===== config.mk =====
export PLATFORM = sky130hd
export DESIGN_NAME = banked_regfile
export DESIGN_NICKNAME = d
export VERILOG_FILES = /design/src/rtl/rbank_pkg.sv /design/src/rtl/mode_dec.sv /design/src/rtl/phys_map.sv /design/src/rtl/gpr_array.sv /design/src/rtl/sps_array.sv /design/src/rtl/banked_regfile.sv
export SDC_FILE = /design/constraint.sdc
export NUM_CORES = 2
export LEC_CHECK = 0
export ABC_CLOCK_PERIOD_IN_PS = 13770
export BUFFER_PORTS_ARGS = -buffer_cell sky130_fd_sc_hd__buf_2
export CAP_MARGIN = 5
export CORE_MARGIN = 2
export CORE_UTILIZATION = 36
export DETAILED_ROUTE_END_ITERATION = 12
export GPL_TIMING_DRIVEN = 0
export PLACE_DENSITY = 0.51
export SLEW_MARGIN = 20
export SYNTH_ARGS = -nofsm -noshare
export SYNTH_HDL_FRONTEND = slang
export SYNTH_HIERARCHICAL = 1
export SYNTH_SLANG_ARGS = --single-unit

===== constraint.sdc =====
create_clock -name clk_i -period 13.77 [get_ports clk_i]
set_input_delay 4.131 -clock clk_i [delete_from_list [all_inputs] [get_ports clk_i]]
set_output_delay 4.131 -clock clk_i [all_outputs]
set_load 0.01 [all_outputs]

===== src/rtl/rbank_pkg.sv =====
package rbank_pkg;
  typedef enum logic [2:0] {BK_USR, BK_FIQ, BK_IRQ, BK_SVC, BK_ABT, BK_UND, BK_MON} bank_e;

  localparam logic [4:0] MODE_USR = 5'b10000;
  localparam logic [4:0] MODE_FIQ = 5'b10001;
  localparam logic [4:0] MODE_IRQ = 5'b10010;
  localparam logic [4:0] MODE_SVC = 5'b10011;
  localparam logic [4:0] MODE_MON = 5'b10110;
  localparam logic [4:0] MODE_ABT = 5'b10111;
  localparam logic [4:0] MODE_UND = 5'b11011;
  localparam logic [4:0] MODE_SYS = 5'b11111;

  localparam int N_SHARED = 8;   // r0-r7
  localparam int N_HIGH   = 5;   // r8-r12
  localparam int N_BANKS  = 7;   // distinct r13/r14 sets
  localparam int N_XBANK  = N_BANKS - 1;  // banks owning a saved status word
  localparam int HIGH_FIQ_BASE = N_SHARED + N_HIGH;
  localparam int SPLR_BASE     = HIGH_FIQ_BASE + N_HIGH;
  localparam int N_PHYS        = SPLR_BASE + 2 * N_BANKS;
  localparam int PHYS_W        = $clog2(N_PHYS);
endpackage


===== src/rtl/mode_dec.sv =====
module mode_dec
  import rbank_pkg::*;
(
  input  logic [4:0] mode_i,
  output bank_e      bank_o
);
  always_comb begin
    unique case (mode_i)
      MODE_FIQ: bank_o = BK_FIQ;
      MODE_IRQ: bank_o = BK_IRQ;
      MODE_SVC: bank_o = BK_SVC;
      MODE_ABT: bank_o = BK_ABT;
      MODE_UND: bank_o = BK_UND;
      MODE_MON: bank_o = BK_MON;
      default:  bank_o = BK_USR;  // user, system, unknown
    endcase
  end
endmodule


===== src/rtl/phys_map.sv =====
module phys_map
  import rbank_pkg::*;
(
  input  logic [3:0]        idx_i,
  input  bank_e             bank_i,
  output logic [PHYS_W-1:0] phys_o,
  output logic              is_pc_o
);
  logic [PHYS_W-1:0] idx_w;
  logic [PHYS_W-1:0] bank_w;

  assign idx_w   = PHYS_W'(idx_i);
  assign bank_w  = PHYS_W'(bank_i);
  assign is_pc_o = (idx_i == 4'hf);

  always_comb begin
    if (idx_w < PHYS_W'(N_SHARED))
      phys_o = idx_w;
    else if (idx_w < PHYS_W'(N_SHARED + N_HIGH))
      phys_o = (bank_i == BK_FIQ) ? idx_w + PHYS_W'(HIGH_FIQ_BASE - N_SHARED) : idx_w;
    else
      // r13/r14 pairs: one pair per bank; r15 result is masked by is_pc_o
      phys_o = PHYS_W'(SPLR_BASE) + (bank_w << 1) + (idx_w - PHYS_W'(N_SHARED + N_HIGH));
  end
endmodule


===== src/rtl/gpr_array.sv =====
module gpr_array
  import rbank_pkg::*;
#(
  parameter int DATA_W = 32
) (
  input  logic              clk_i,
  input  logic              rst_ni,
  input  logic              we_i,
  input  logic [PHYS_W-1:0] waddr_i,
  input  logic [DATA_W-1:0] wdata_i,
  input  logic [PHYS_W-1:0] raddr_a_i,
  input  logic [PHYS_W-1:0] raddr_b_i,
  output logic [DATA_W-1:0] rdata_a_o,
  output logic [DATA_W-1:0] rdata_b_o
);
  logic [DATA_W-1:0] mem [N_PHYS];

  for (genvar g = 0; g < N_PHYS; g++) begin : g_ent
    always_ff @(posedge clk_i or negedge rst_ni) begin
      if (!rst_ni)                                    mem[g] <= '0;
      else if (we_i && waddr_i == PHYS_W'(g))         mem[g] <= wdata_i;
    end
  end

  assign rdata_a_o = mem[raddr_a_i];
  assign rdata_b_o = mem[raddr_b_i];

  p_write_lands_r7: assert property (@(posedge clk_i) disable iff (!rst_ni)
    we_i |=> mem[$past(waddr_i)] == $past(wdata_i));
endmodule


===== src/rtl/sps_array.sv =====
module sps_array
  import rbank_pkg::*;
#(
  parameter int DATA_W = 32
) (
  input  logic              clk_i,
  input  logic              rst_ni,
  input  bank_e             bank_i,
  input  logic              we_i,
  input  logic [DATA_W-1:0] wdata_i,
  output logic [DATA_W-1:0] rdata_o
);
  logic [N_XBANK-1:0][DATA_W-1:0] mem;
  logic                           has_slot;
  logic [2:0]                     slot;

  assign has_slot = (bank_i != BK_USR);
  assign slot     = 3'(bank_i) - 3'd1;

  for (genvar g = 0; g < N_XBANK; g++) begin : g_ent
    always_ff @(posedge clk_i or negedge rst_ni) begin
      if (!rst_ni)                                   mem[g] <= '0;
      else if (we_i && has_slot && slot == 3'(g))    mem[g] <= wdata_i;
    end
  end

  always_comb begin
    rdata_o = '0;
    for (int k = 0; k < N_XBANK; k++)
      if (has_slot && slot == 3'(k)) rdata_o = mem[k];
  end

  p_sps_hold_r10: assert property (@(posedge clk_i) disable iff (!rst_ni)
    (we_i && !has_slot) |=> $stable(mem));
  p_sps_zero_r10: assert property (@(posedge clk_i) disable iff (!rst_ni)
    (bank_i == BK_USR) |-> rdata_o == '0);
endmodule


===== src/rtl/banked_regfile.sv =====
module banked_regfile
  import rbank_pkg::*;
#(
  parameter int DATA_W = 32
) (
  input  logic              clk_i,
  input  logic              rst_ni,
  input  logic [4:0]        mode_i,
  input  logic [3:0]        rd_a_idx_i,
  output logic [DATA_W-1:0] rd_a_data_o,
  input  logic [3:0]        rd_b_idx_i,
  output logic [DATA_W-1:0] rd_b_data_o,
  input  logic              wr_en_i,
  input  logic [4:0]        wr_mode_i,
  input  logic [3:0]        wr_idx_i,
  input  logic [DATA_W-1:0] wr_data_i,
  input  logic [DATA_W-1:0] pc_i,
  input  logic              sps_we_i,
  input  logic [DATA_W-1:0] sps_wdata_i,
  output logic [DATA_W-1:0] sps_rdata_o
);
  bank_e             rd_bank, wr_bank;
  logic [PHYS_W-1:0] ph_a, ph_b, ph_w;
  logic              pc_a, pc_b, pc_w;
  logic [DATA_W-1:0] arr_a, arr_b;

  mode_dec u_rd_dec (.mode_i(mode_i),    .bank_o(rd_bank));
  mode_dec u_wr_dec (.mode_i(wr_mode_i), .bank_o(wr_bank));

  phys_map u_map_a (.idx_i(rd_a_idx_i), .bank_i(rd_bank), .phys_o(ph_a), .is_pc_o(pc_a));
  phys_map u_map_b (.idx_i(rd_b_idx_i), .bank_i(rd_bank), .phys_o(ph_b), .is_pc_o(pc_b));
  phys_map u_map_w (.idx_i(wr_idx_i),   .bank_i(wr_bank), .phys_o(ph_w), .is_pc_o(pc_w));

  gpr_array #(.DATA_W(DATA_W)) u_gpr (
    .clk_i, .rst_ni,
    .we_i(wr_en_i && !pc_w), .waddr_i(ph_w), .wdata_i(wr_data_i),
    .raddr_a_i(ph_a), .raddr_b_i(ph_b),
    .rdata_a_o(arr_a), .rdata_b_o(arr_b)
  );

  sps_array #(.DATA_W(DATA_W)) u_sps (
    .clk_i, .rst_ni,
    .bank_i(rd_bank), .we_i(sps_we_i), .wdata_i(sps_wdata_i), .rdata_o(sps_rdata_o)
  );

  assign rd_a_data_o = pc_a ? pc_i : arr_a;
  assign rd_b_data_o = pc_b ? pc_i : arr_b;

  p_pc_read_a_r6: assert property (@(posedge clk_i) disable iff (!rst_ni)
    (rd_a_idx_i == 4'hf) |-> rd_a_data_o == pc_i);
  p_pc_read_b_r6: assert property (@(posedge clk_i) disable iff (!rst_ni)
    (rd_b_idx_i == 4'hf) |-> rd_b_data_o == pc_i);
  p_shared_low_r2: assert property (@(posedge clk_i) disable iff (!rst_ni)
    (rd_a_idx_i < 4'd8) |-> ph_a == PHYS_W'(rd_a_idx_i));
endmodule


==> results.sh <==
export IMPL_power_density_nw_per_um2=161
export IMPL_setup_tns_ns=0
export IMPL_std_cell_rows=158
export IMPL_cts_tree="done"
export IMPL_timing_critical_path_required_ns=9.64
export IMPL_finalMaxSlewViolations=0
export IMPL_crit_path_max_fanout=10
export IMPL_final_layout_size_suffix_gt1_frac=0.344
export IMPL_cts_sink_count=1216
export IMPL_synth_area_leaders="dfrtp_1, mux2_2, mux2i_1, a22oi_1, mux2_4"
export IMPL_synth_warning_count=6
export IMPL_detailed_place_area_um2=71300
export IMPL_core_um2=185000
export IMPL_synth_most_common_cell="dfrtp_1"
export IMPL_worstSetupStartpointType="primary input"
export IMPL_insertion_delay_of_the_later_clocked_pin_in_the_worst_skew_pair_ns=0.82
export IMPL_die_width_um=435
export IMPL_postCtsSetupRepairBufs=0
export IMPL_remaining_drc_errors=0
export IMPL_run_status="finished clean"
export IMPL_grt_ovfl_total=0
export IMPL_post_synth_top_area_fraction=0.456
export IMPL_via_per_instance_ratio=5.79
export IMPL_critPathCaptureType="output pin"
export IMPL_worstPathArrival_ns=9.51
export IMPL_fmaxAchievable_mhz=73.3
export IMPL_grtUsageTotal=0.280
export IMPL_synthesis_instances=5453
export IMPL_synth_async_reset_ratio=1.00
export IMPL_clk_pin_slew_worst_paths_ns=0.05
export IMPL_grt_max_degree=136
export IMPL_synth_edff_count=0
export IMPL_gp_routability_congestion=0.943
export IMPL_pre_cts_setup_slack_ns=-0.821
export IMPL_standby_leakage_power_nw=36.6
export IMPL_hpwl_um=188000
export IMPL_via_count_of_the_first_global_routing_pass=49400
export IMPL_grt_pass1_wl_um=375000
export IMPL_setup_worst_path_class="primary input to output pin"
export IMPL_effective_utilization_at_floorplan=0.361
export IMPL_drt_total_wl_um=268000
export IMPL_postSynthRegisterBits=1216
export IMPL_netlist_area_um2=66700
export IMPL_port_buffers=214
export IMPL_hold_class="flip-flop to flip-flop"
export IMPL_cts_inserted_buffers=145
export IMPL_final_hold_viol_count=0
export IMPL_die_area_um2=189000
export IMPL_cts_max_path_buffers=3
export IMPL_final_cycle_utilization_of_the_critical_path=0.991
export IMPL_drt_iter0_drc=4474
export IMPL_holdWs_ns=0.487
export IMPL_fin_ws_ns=0.130
export IMPL_antenna_left=0
export IMPL_ctsHtreeMaxLevel=4
export IMPL_synthTopCellsByCount="dfrtp_1, mux2_2, mux2i_1, clkbuf_1, nand2_1"
export IMPL_clk_root_buffer_cell="clkbuf_16"
export IMPL_worst_slew_margin_rel=0.154
export IMPL_boundaryPins=218
export IMPL_netlist_cell_type_count=58
export IMPL_report_final_setup_viol=0
export IMPL_maxCapViolCount=0
export IMPL_ys_seq_area_frac=0.456
export IMPL_first_pass_iters=8
export IMPL_die_h_um=435
export IMPL_dominantRegCellSynth="dfrtp_1"
export IMPL_synth_largest_area_cell="dfrtp_1"
export IMPL_layout_core_utilization=0.414
export IMPL_syn_num_nets=5602
export IMPL_timing_clock_skew_ns=0
export IMPL_vdd_ir_drop_worst_mv=0.0896
export IMPL_finalCriticalPeriod_ns=13.64
export IMPL_detailroute_via_count=48800
export IMPL_synth_area_per_cell_um2=12.2
export IMPL_final_nets=5977
export IMPL_postLayoutCellArea_um2=76500
export IMPL_grt_antenna_before_repair=17
export IMPL_worst_slew_pin_slew_ns=1.27
export IMPL_areaGrowthSynthToFinish_pct=14.5
export IMPL_post_drt_wl_per_cell_um=31.8
export IMPL_rsz_0062_raised_after_global_routing="false"
path summary, 6_finish.rpt:
path / depth (start not counted) / slack, ns / from / end
hold / removal: 1 / 0.49 / u_sps/mem[3]$_DFFE_PN0P_ / u_sps/mem[3]$_DFFE_PN0P_
max in group asynchronous: 4 / 8.43 / rst_ni / u_gpr/mem[553]$_DFFE_PN0P_
hold reg to reg: 1 / 0.49 / u_sps/mem[3]$_DFFE_PN0P_ / u_sps/mem[3]$_DFFE_PN0P_
setup reg to reg: 1 / 12.95 / u_gpr/mem[198]$_DFFE_PN0P_ / u_gpr/mem[198]$_DFFE_PN0P_
setup / recovery: 17 / 0.13 / mode_i[2] / rd_a_data_o[1]
min in group asynchronous: 1 / 3.22 / rst_ni / u_gpr/mem[184]$_DFFE_PN0P_
where the power goes:
group	total [mW]	switching, mW	internal (mW)	leakage [nW]
combinational	3.22	1.67	1.55	18.3
clock	4.05	1.67	2.39	2.46
sequential	5.06	0.623	4.44	15.8
logic make-up after synthesis:
family,after synthesis,synth area share
mux,2385,0.387
flops,1216,0.456
compound gates,681,0.0699
simple gates,601,0.0445
buf+inv,537,0.0366
fa+ha+maj,27,0.00540
xor+xnor,6,0.000787
timing repair:
| action | in CTS | in global routing |
|---|---|---|
| resized for setup | 31 | 4 |
| hold buffers | 0 | 0 |
| setup endpoints to repair | 64 | 7 |
| pin swaps | 0 | 0 |
| hold endpoints to repair | 0 | 0 |
through the flow:
stage | power (mW) | instances
finish | 12.3 | 8429
global route | 12.9 | 8426
CTS | 12.4 | 8422
detailed placement | 8.28 | 8161
global placement | 8.19 | 8147
floorplan | 7.13 | 5453
state kept, by name (all words and copies together) (netlist names):
signal     count
u_gpr/mem   1024
u_sps/mem    192
cell type report:
class | instances | area, um^2
plain buffers | 507 | 2420
multi-input cells | 3700 | 33900
diodes | 7 | 17.5
repair buffers | 228 | 1400
flip-flops and latches | 1216 | 30400
fillers | 17700 | 108000
clock buffers | 207 | 4270
inverters | 30 | 113
clock inverters | 54 | 766
well taps | 2480 | 3100
critical path, stage by stage:
cell and delay, ns:
buf_2 0.12, a211oi_2 0.63, inv_1 0.10, ha_1 0.34, fa_1 0.43, nand3b_1 0.09, nand2_1 0.07, o32ai_2 0.42
nor2b_1 0.24, clkbuf_2 0.49, clkbuf_2 0.61, buf_2 0.65, a21oi_1 0.14, nand3_1 0.15, nand3_1 0.31, mux2_4 0.38
buf_2 0.14
metal layers:
| layer | vias up | global-route usage | wire length [um] | part of all wire |
|---|---|---|---|---|
| met5 | - | 0 | 125 | 0.00047 |
| met2 | 1821 | 0.441 | 122000 | 0.45 |
| li1 | 20900 | - | - | - |
| met4 | 18 | 0.134 | 13900 | 0.052 |
| met1 | 25500 | 0.363 | 112000 | 0.42 |
| met3 | 550 | 0.0655 | 20400 | 0.076 |
cell usage in the layout, fill, tap and decap left out, types with 42 or more instances in the layout:
cell type,instances
clkbuf_1,220
nand3_1,197
buf_2,414
mux2_2,1182
clkbuf_2,42
a22o_1,128
nand2_1,221
a21oi_1,209
a22oi_1,192
a31oi_1,66
mux2i_1,1093
mux2_4,90
dfrtp_1,1216
nor3_1,77
clkbuf_16,147
Power figures use the tool's default switching activity.
